## src/rtl/rit_pkg.sv

```systemverilog
// Package rit_pkg
// Shared register addresses, control-register bit positions and the
// prescale tap function for the refresh interval timer.
// Assumes an 8-bit register port.
package rit_pkg;

    typedef enum logic [1:0] {
        RA_CTRL  = 2'd0,
        RA_COUNT = 2'd1,
        RA_CONST = 2'd2,
        RA_NONE  = 2'd3
    } reg_addr_e;

    localparam int CB_FLAG  = 7;
    localparam int CB_IE    = 6;
    localparam int CB_CKS   = 3;
    localparam int CB_RSVD  = 2;
    localparam int CB_DRAM  = 1;
    localparam int CB_PSRAM = 0;
    localparam int SEL_W    = 3;

    // log2 of the divisor for a clock-select code (code 0 unused)
    function automatic int tap_log2(input int code);
        if (code >= 7) return 12;
        return 2 * code - 1;
    endfunction

endpackage

```

## src/rtl/rit_prescaler.sv

```systemverilog
// Module rit_prescaler
// Free-running divider of the system clock that emits a one-cycle tick
// every 2^k cycles, with k chosen by the clock-select code. Code 0
// emits no tick. The divider runs continuously, so a changed selection
// takes effect at the next tap boundary.
module rit_prescaler
    import rit_pkg::*;
#(
    parameter int SW = SEL_W
) (
    input  logic          clk,
    input  logic          rst_n,
    input  logic [SW-1:0] sel,
    output logic          tick
);
    localparam int NCODE = 1 << SW;
    localparam int DIV_W = tap_log2(NCODE - 1);

    logic [DIV_W-1:0] div_q;
    logic [NCODE-1:0] tap_hit;

    // Advance the divider every cycle
    always_ff @(posedge clk) begin
        if (!rst_n) div_q <= '0;
        else        div_q <= div_q + 1'b1;
    end

    assign tap_hit[0] = 1'b0;

    for (genvar gi = 1; gi < NCODE; gi++) begin : g_tap
        localparam int K = tap_log2(gi);
        // Tap gi fires when its low K divider bits are all ones
        assign tap_hit[gi] = &div_q[K-1:0];
    end

    // Select the tap for the current code
    always_comb tick = tap_hit[sel];

endmodule

```

## src/rtl/rit_counter.sv

```systemverilog
// Module rit_counter
// Up-counter with compare. On a tick it increments, or clears to zero
// and pulses match when it already equals the compare value. A write
// loads wdata and takes priority over the tick, suppressing match.
module rit_counter #(
    parameter int W = 8
) (
    input  logic         clk,
    input  logic         rst_n,
    input  logic         tick,
    input  logic         wr,
    input  logic [W-1:0] wdata,
    input  logic [W-1:0] cmp,
    output logic [W-1:0] count,
    output logic         match
);
    logic hit;

    // Compare event only on an unwritten tick
    always_comb begin
        hit   = (count == cmp);
        match = tick && !wr && hit;
    end

    // Load, clear on compare, or increment
    always_ff @(posedge clk) begin
        if (!rst_n)      count <= '0;
        else if (wr)     count <= wdata;
        else if (match)  count <= '0;
        else if (tick)   count <= count + 1'b1;
    end

endmodule

```

## src/rtl/rit_refresh_arb.sv

```systemverilog
// Module rit_refresh_arb
// Holds one pending refresh request and tracks the running refresh
// cycle. A grant is accepted only while no cycle runs. Events arriving
// while a request is pending merge into it.
module rit_refresh_arb (
    input  logic clk,
    input  logic rst_n,
    input  logic event_in,
    input  logic rf_mode,
    input  logic grant,
    input  logic done,
    output logic req,
    output logic active
);
    logic accept;

    // Grant counts only for a pending request with the bus idle
    always_comb accept = req && grant && !active;

    // Pending request: set by an event, dropped on acceptance
    always_ff @(posedge clk) begin
        if (!rst_n) req <= 1'b0;
        else        req <= (req && !accept) || (event_in && rf_mode);
    end

    // Running cycle: starts on acceptance, ends on done
    always_ff @(posedge clk) begin
        if (!rst_n)      active <= 1'b0;
        else if (accept) active <= 1'b1;
        else if (done)   active <= 1'b0;
    end

endmodule

```

## src/rtl/rfsh_itimer.sv

```systemverilog
// Module rfsh_itimer
// Refresh and interval timer top. Holds the control/status and constant
// registers, the flag-clear protocol and the interrupt masking. Wires
// the prescaler, counter and refresh arbiter together.
// Assumes synchronous active-low reset and single-cycle register strobes.
module rfsh_itimer
    import rit_pkg::*;
#(
    parameter int DATA_W = 8
) (
    input  logic              clk,
    input  logic              rst_n,
    input  logic [1:0]        addr,
    input  logic              wr_en,
    input  logic              rd_en,
    input  logic [DATA_W-1:0] wdata,
    output logic [DATA_W-1:0] rdata,
    input  logic              bus_grant,
    input  logic              rfsh_done,
    output logic              rfsh_req,
    output logic              rfsh_active,
    output logic              irq
);
    localparam logic [DATA_W-1:0] CONST_RST = '1;

    logic [SEL_W-1:0]  cks;
    logic              cmie, cmf, arm, dram_en, psram_en;
    logic [DATA_W-1:0] cmp_q, count;
    logic              tick, match, rf_mode;
    logic              wr_ctrl, wr_cnt, wr_cmp, rd_ctrl;
    logic              new_dram, new_psram;

    // Decode register strobes
    always_comb begin
        wr_ctrl   = wr_en && (addr == RA_CTRL);
        wr_cnt    = wr_en && (addr == RA_COUNT);
        wr_cmp    = wr_en && (addr == RA_CONST);
        rd_ctrl   = rd_en && (addr == RA_CTRL);
        new_dram  = wr_ctrl ? wdata[CB_DRAM]  : dram_en;
        new_psram = wr_ctrl ? wdata[CB_PSRAM] : psram_en;
        rf_mode   = dram_en || psram_en;
    end

    // Mode bits and clock select
    always_ff @(posedge clk) begin
        if (!rst_n) begin
            cks      <= '0;
            dram_en  <= 1'b0;
            psram_en <= 1'b0;
        end else if (wr_ctrl) begin
            cks      <= wdata[CB_CKS +: SEL_W];
            dram_en  <= wdata[CB_DRAM];
            psram_en <= wdata[CB_PSRAM];
        end
    end

    // Interrupt enable, forced off while any RAM mode is set
    always_ff @(posedge clk) begin
        if (!rst_n)
            cmie <= 1'b0;
        else
            cmie <= (wr_ctrl ? wdata[CB_IE] : cmie) && !(new_dram || new_psram);
    end

    // Compare constant register
    always_ff @(posedge clk) begin
        if (!rst_n)      cmp_q <= CONST_RST;
        else if (wr_cmp) cmp_q <= wdata;
    end

    // Flag-clear arming: set by reading the flag as 1, dropped by any control write
    always_ff @(posedge clk) begin
        if (!rst_n)                arm <= 1'b0;
        else if (wr_ctrl)          arm <= 1'b0;
        else if (rd_ctrl && cmf)   arm <= 1'b1;
    end

    // Compare flag: a compare event sets it, an armed write of 0 clears it
    always_ff @(posedge clk) begin
        if (!rst_n)                                    cmf <= 1'b0;
        else if (match)                                cmf <= 1'b1;
        else if (wr_ctrl && arm && !wdata[CB_FLAG])    cmf <= 1'b0;
    end

    // Combinational read mux
    always_comb begin
        rdata = '0;
        case (reg_addr_e'(addr))
            RA_CTRL: begin
                rdata[CB_FLAG]            = cmf;
                rdata[CB_IE]              = cmie;
                rdata[CB_CKS +: SEL_W]    = cks;
                rdata[CB_RSVD]            = 1'b0;
                rdata[CB_DRAM]            = dram_en;
                rdata[CB_PSRAM]           = psram_en;
            end
            RA_COUNT: rdata = count;
            RA_CONST: rdata = cmp_q;
            default:  rdata = '0;
        endcase
    end

    // Interrupt output
    always_comb irq = cmf && cmie;

    rit_prescaler #(.SW(SEL_W)) u_pre (
        .clk  (clk),
        .rst_n(rst_n),
        .sel  (cks),
        .tick (tick)
    );

    rit_counter #(.W(DATA_W)) u_cnt (
        .clk  (clk),
        .rst_n(rst_n),
        .tick (tick),
        .wr   (wr_cnt),
        .wdata(wdata),
        .cmp  (cmp_q),
        .count(count),
        .match(match)
    );

    rit_refresh_arb u_arb (
        .clk     (clk),
        .rst_n   (rst_n),
        .event_in(match),
        .rf_mode (rf_mode),
        .grant   (bus_grant),
        .done    (rfsh_done),
        .req     (rfsh_req),
        .active  (rfsh_active)
    );

endmodule

```

## config.mk

```make
export PLATFORM = sky130hd
export DESIGN_NAME = rfsh_itimer
export DESIGN_NICKNAME = d
export VERILOG_FILES = /design/src/rtl/rit_pkg.sv /design/src/rtl/rit_prescaler.sv /design/src/rtl/rit_counter.sv /design/src/rtl/rit_refresh_arb.sv /design/src/rtl/rfsh_itimer.sv
export SDC_FILE = /design/constraint.sdc
export NUM_CORES = 1
export LEC_CHECK = 0
export BUFFER_PORTS_ARGS = -buffer_cell sky130_fd_sc_hd__buf_4
export CORE_ASPECT_RATIO = 0.8
export CORE_MARGIN = 2
export CORE_UTILIZATION = 51
export CTS_CLUSTER_DIAMETER = 120
export DETAILED_ROUTE_END_ITERATION = 8
export GPL_TIMING_DRIVEN = 1
export PLACE_DENSITY = 0.84
export SYNTH_ARGS = -nofsm -noshare
export SYNTH_HDL_FRONTEND = slang
export SYNTH_SLANG_ARGS = --single-unit
```

## constraint.sdc

```tcl
create_clock -name clk -period 2.1 [get_ports clk]
set_input_delay 0.21 -clock clk [delete_from_list [all_inputs] [get_ports clk]]
set_output_delay 0.21 -clock clk [all_outputs]
set_load 0.005 [all_outputs]
```

-- After elaboration in Yosys (flattened, before gate mapping)
Index checks and enable logic that the tools add are counted.
- memory bits (read-only): 0
- word-level logic and storage cells: 65
- bits in latches: 0
- input port bits: 16
- memories kept: 0
- output and inout port bits: 11
- bits in registers: 38
- bits in writable memories: 0
- $add $sub $neg: 2
- shift operators: 0
- equality and inequality tests: 3
- magnitude comparators: 1
- reductions and logical operators: 34
- muxes and demuxes: 13
- div/mod/pow operators: 0
- multipliers: 0
- bitwise logic cells: 1
- operators with widths (kind ; count):
    2-to-1 mux 8 bit ; 3
    one-hot mux 8 bit (3 select lines) ; 1
    logical AND 1 bit ; 15
    adder 12 x 1 -> 12 bit (second input constant) ; 1
    AND reduction 12 bit ; 1
    AND reduction 11 bit ; 1
    AND reduction 9 bit ; 1
    adder 8 x 1 -> 8 bit (second input constant) ; 1
    equality test 8 bit ; 1
    2-to-1 mux 1 bit ; 8
    AND reduction 7 bit ; 1
    zero test 1 bit ; 5
    AND reduction 5 bit ; 1
    < comparator 3 x 4 -> 1 bit (second input constant) ; 1
    nonzero test 2 bit ; 2
    binary-select mux 1 bit (select 3 bit) ; 1
    logical OR 1 bit ; 3
    AND reduction 3 bit ; 1
    nonzero test 3 bit ; 1
    equality test 2 x 1 -> 1 bit (second input constant) ; 1
    equality test 2 bit (second input constant) ; 1
    zero test 2 bit ; 1
    OR reduction 2 bit ; 1
    NOT 1 bit ; 1

-- Depth between registers and ports, before layout
- depth in word-level cells: 7
- depth in mapped cells: 9
- depth with buffers taken out: 9

-- Modules after synthesis
From an unflattened synthesis, not the netlist that was laid out.
- cells, all modules: 232
- area, all modules: 2133.3 um^2
- by module, submodules not included (module ; area each (um^2) ; cells an instance ; times used ; seq. area each (um^2)):
    rfsh_itimer ; 909.6 ; 97 ; 1 ; 320.3
    rit_prescaler ; 583.1 ; 63 ; 1 ; 240.2
    rit_counter ; 563.0 ; 64 ; 1 ; 160.2
    rit_refresh_arb ; 77.6 ; 8 ; 1 ; 40.0

-- Least setup slack after synthesis
No wires, ideal clock.
- path kind: register to register
- start point: register u_pre.div_q[0]
- end point: register cmf
- data arrival time: 1981 ps
- path slack: 4 ps
- stages on the path, launching flop included: 10
- period minus slack after synthesis: 2096 ps
- data required time: 1985 ps
- path buffers: 0
- library setup time: 115 ps
- cells stage by stage: dfxtp_1 -> ha_1 -> nand3_1 -> inv_1 -> ha_1 -> mux2_2 -> a221o_2 -> o21ai_2 -> o31ai_1 -> and2_1
- longest elaborated chain between the ends: 6
- elaborated cells on any way between the ends: 12
- those cells by class: mux (3); reduce/logical (9)
- RTL lines (what ; RTL line ; RTL):
    start: declaration ; rit_prescaler.sv:19 ; logic [DIV_W-1:0] div_q;
    start signal: assignment ; rit_prescaler.sv:25 ; else div_q <= div_q + 1'b1;
    AND reduction 12 bit (tied with other cells) ; rit_prescaler.sv:33 ; assign tap_hit[gi] = &div_q[K-1:0];
    binary-select mux 1 bit (select 3 bit) * ; rit_prescaler.sv:37 ; always_comb tick = tap_hit[sel];
    2-to-1 mux 1 bit (implied by the code) * ; rit_prescaler.sv:37 ;
    logical AND 1 bit * (2 in a row) ; rit_counter.sv:22 ; match = tick && !wr && hit;
    2-to-1 mux 1 bit or nonzero test 2 bit (tied branches) ; n/a ;
    end signal: assignment ; rfsh_itimer.sv:80 ; if (!rst_n) cmf <= 1'b0;
    end signal: assignment ; rfsh_itimer.sv:81 ; else if (match) cmf <= 1'b1;
    end signal: assignment ; rfsh_itimer.sv:82 ; else if (wr_ctrl && arm && !wdata[CB_FLAG]) cmf <= 1'b0;
    end: declaration ; rfsh_itimer.sv:27 ; logic cmie, cmf, arm, dram_en, psram_en;
Mark *: on every way between the ends. The rest lies on a longest branch, timed or not. The select of a mux whose other input is x is not followed.
A chain may end at the register's enable or synchronous reset.

-- Worst setup path in the final report
- start point: register u_pre.div_q[0]
- end point: register u_cnt.count[1]
- longest elaborated chain between the ends: 7
- elaborated cells on any way between the ends: 13
- those cells by class: mux (4); reduce/logical (9)
- RTL lines (what ; RTL line ; RTL):
    AND reduction 12 bit (tied with other cells) ; rit_prescaler.sv:33 ;
    binary-select mux 1 bit (select 3 bit) * ; rit_prescaler.sv:37 ;
    2-to-1 mux 1 bit (implied by the code) * ; rit_prescaler.sv:37 ;
    logical AND 1 bit (2 in a row) ; rit_counter.sv:22 ;
    2-to-1 mux 8 bit ; rit_counter.sv:29 ; else if (match) count <= '0;
    2-to-1 mux 8 bit ; rit_counter.sv:28 ; else if (wr) count <= wdata;
    end signal: assignment ; rit_counter.sv:28 ;
    end signal: assignment ; rit_counter.sv:30 ; else if (tick) count <= count + 1'b1;
    end: declaration ; rit_counter.sv:14 ; output logic [W-1:0] count,
Marks and branches as above.

==> impl_metrics.env <==
export IMPL_path_max_fanout=8
export IMPL_synth_cells=247
export IMPL_placed_cell_area_um2=2350
export IMPL_startpoint_type="register"
export IMPL_routed_wl_um=5290
export IMPL_synthesis_nets=268
export IMPL_post_place_cells=327
export IMPL_grt_first_pass_wirelength_um=8070
export IMPL_drive_gt1_share_pct=24.1
export IMPL_regArea_um2=763
export IMPL_multi_input_area_um2=1330
export IMPL_min_path_type="in2reg"
export IMPL_r2r_start="u_pre.div_q[0]"
export IMPL_antenna_found_initial=0
export IMPL_vias_per_cell=5.92
export IMPL_skew_ns=0.00913
export IMPL_rows=20
export IMPL_grt_max_degree=40
export IMPL_slew_violations=0
export IMPL_p_leak_nw=1.04
export IMPL_final_util_pct=66.8
export IMPL_cp_data_required_time_ns=2.29
export IMPL_finalInstanceArea_um2=2560
export IMPL_synth_area_um2=2060
export IMPL_setup_ws_ns=0.0960
export IMPL_rrSetupSlack_ns=0.1
export IMPL_die_w_um=75.1
export IMPL_htreeDepth=2
export IMPL_numCtsBuffers=5
export IMPL_syn_mean_instance_area_um2=8.35
export IMPL_whs_ns=0.148
export IMPL_ys_ff_latch=38
export IMPL_gp_congestion=0.907
export IMPL_grt_usage_pct=23.7
export IMPL_die_h_um=60.9
export IMPL_start_util_pct=53.9
export IMPL_crit_path_start="u_pre.div_q[0]"
export IMPL_nets=302
export IMPL_arrival_ns=2.19
export IMPL_ant_nets=0
export IMPL_finalCritPeriodShare_pct=95.4
export IMPL_gr_total_overflow=0
export IMPL_insertion_delay_ns=0.30
export IMPL_yosysSeqAreaShare_pct=36.9
export IMPL_final_hold_violation_count=0
export IMPL_final_cell_mix="39 x nand2_1, 36 x dfxtp_1, 36 x buf_4, 21 x o21ai_0, 21 x nand3_1"
export IMPL_ys_flop_type="dfxtp_1"
export IMPL_dp_hpwl_um=3720
export IMPL_peakVddDrop_mv=0.459
export IMPL_tns_ns=0
export IMPL_yosysWarnings=0
export IMPL_drt_initial_drc_count=214
export IMPL_num_fill_cells=301
export IMPL_end_kind="register"
export IMPL_p_total_mw=1.62
export IMPL_ys_async_sr_fraction_pct=0
export IMPL_rr_worst_depth=9
export IMPL_synth_edff_count=0
export IMPL_p_per_area_nw_per_um2=634
export IMPL_clockBufferDepth=2
export IMPL_cts_tree="yes"
export IMPL_die_area_um2=4570
export IMPL_tightest_slew_ns=0.525
export IMPL_wl_per_cell_um=15.7
export IMPL_regToRegEndpoint="u_cnt.count[1]"
export IMPL_fin_crit_ns=2.00
export IMPL_area_growth_syn_to_layout_pct=24.1
export IMPL_cts_sinks=38
export IMPL_n_antenna_cell=0
export IMPL_core_um2=3830
export IMPL_final_common_cell="nand2_1"
export IMPL_drv_cap=0
export IMPL_drtPass1Iterations=6
export IMPL_grt_pass1_vias=1644
export IMPL_cts_root_buf="clkbuf_8"
export IMPL_fin_cells=337
export IMPL_drc_errors=0
export IMPL_endpoint="u_cnt.count[1]"
export IMPL_synth_distinct_cells=38
export IMPL_crit_type="reg2reg"
export IMPL_setup_viol=0
export IMPL_slew_headroom_pct=64.7
export IMPL_clkTransAtPathRegs_ns=0.07
export IMPL_via_count=1996
export IMPL_ioPinCount=27
export IMPL_dp_slack_ns=-0.0163
export IMPL_numPortBuffers=26
export IMPL_status="finished clean"
export IMPL_max_freq_mhz=499
==> registers in the layout (all words and copies together), names as in the netlist, 3 cells and up <==
| signal | flops |
|---|---|
| cks | 3 |
| u_pre.div_q | 12 |
| cmp_q | 8 |
| u_cnt.count | 8 |
==> logic make-up (layout without fill, tap and decap cells) <==
kind of cell	count (synthesis)	after routing	share of synthesized area [%]
buffers and inverters	13	47	2.49
adder cells (fa/ha/maj)	5	5	3.03
flip-flops	38	38	36.9
multiplexers	9	9	4.43
AO/OA/AOI/OAI	59	60	18.7
AND/OR/NAND/NOR	108	108	28.1
XOR/XNOR	15	15	6.37
==> per-layer routing <==
metal	vias to the layer above	routed length, um	global-route usage, %
met5	-	0	0
met4	0	106	7.40
met3	15	488	4.32
met2	121	2380	34.2
met1	922	2320	35.8
li1	938	-	-
==> critical path, stage by stage (launching register included) <==
cell and delay, ns:
dfxtp_2 0.34, ha_4 0.16, nand3_2 0.08, inv_2 0.04, ha_1 0.16, mux2_2 0.26
a221o_2 0.42, o21a_4 0.18, a31oi_2 0.18, a21oi_1 0.08
==> worst min path at each step <==
stage             start        to  slack [ns]  cells past startpoint
2_1_floorplan  wdata[4]  cmp_q[4]        0.33                      2
3_3_place_gp   wdata[2]  cmp_q[2]        0.43                      3
3_5_place_dp   wdata[2]  cmp_q[2]        0.45                      3
4_1_cts        wdata[2]  cmp_q[2]        0.15                      3
5_1_grt        wdata[2]  cmp_q[2]        0.16                      3
6_report       wdata[2]  cmp_q[2]        0.15                      3
==> area by class of cell <==
cell class	count	share of cell area, %
clock buffers	5	2.69
clock inverters	3	1.76
inverters	3	0.440
multi-input cells	197	52.0
flip-flops and latches	38	29.8
well taps	55	2.69
repair buffers	36	10.6
==> cells in the mapped netlist, types with 2 or more instances <==
cell,number,area [um2]
xnor2_1,5,43.8
nand3_1,22,110
xor2_1,10,87.6
a21boi_0,7,52.6
nor3_1,4,20.0
and3_1,2,12.5
nor4_4,2,42.5
nor2_1,8,30.0
mux2i_1,8,80.1
o21ai_1,2,10.0
a21oi_1,10,50.1
inv_1,3,11.3
nand2_1,39,146
a31oi_1,10,62.6
nand2b_1,3,18.8
and2_1,15,93.8
clkbuf_1,8,30.0
o21ai_0,22,110
dfxtp_1,38,761
ha_1,5,62.6
nor2b_1,5,31.3
buf_2,2,10.0
nand4b_1,2,17.5
==> what timing repair did <==
| action | in CTS | in global routing |
|---|---|---|
| setup buffers | 0 | 1 |
| cloned | 0 | 1 |
| hold buffers | 0 | 0 |
| setup endpoints to repair | 6 | 10 |
| gates resized for setup | 1 | 15 |
| pin swaps | 1 | 5 |
==> power breakdown <==
group | internal [mW] | switching [mW]
registers | 0.746 | 0.0303
logic | 0.0973 | 0.118
clock network | 0.353 | 0.276
total | 1.20 | 0.424
No activity file was read; power rests on OpenSTA's default activity.
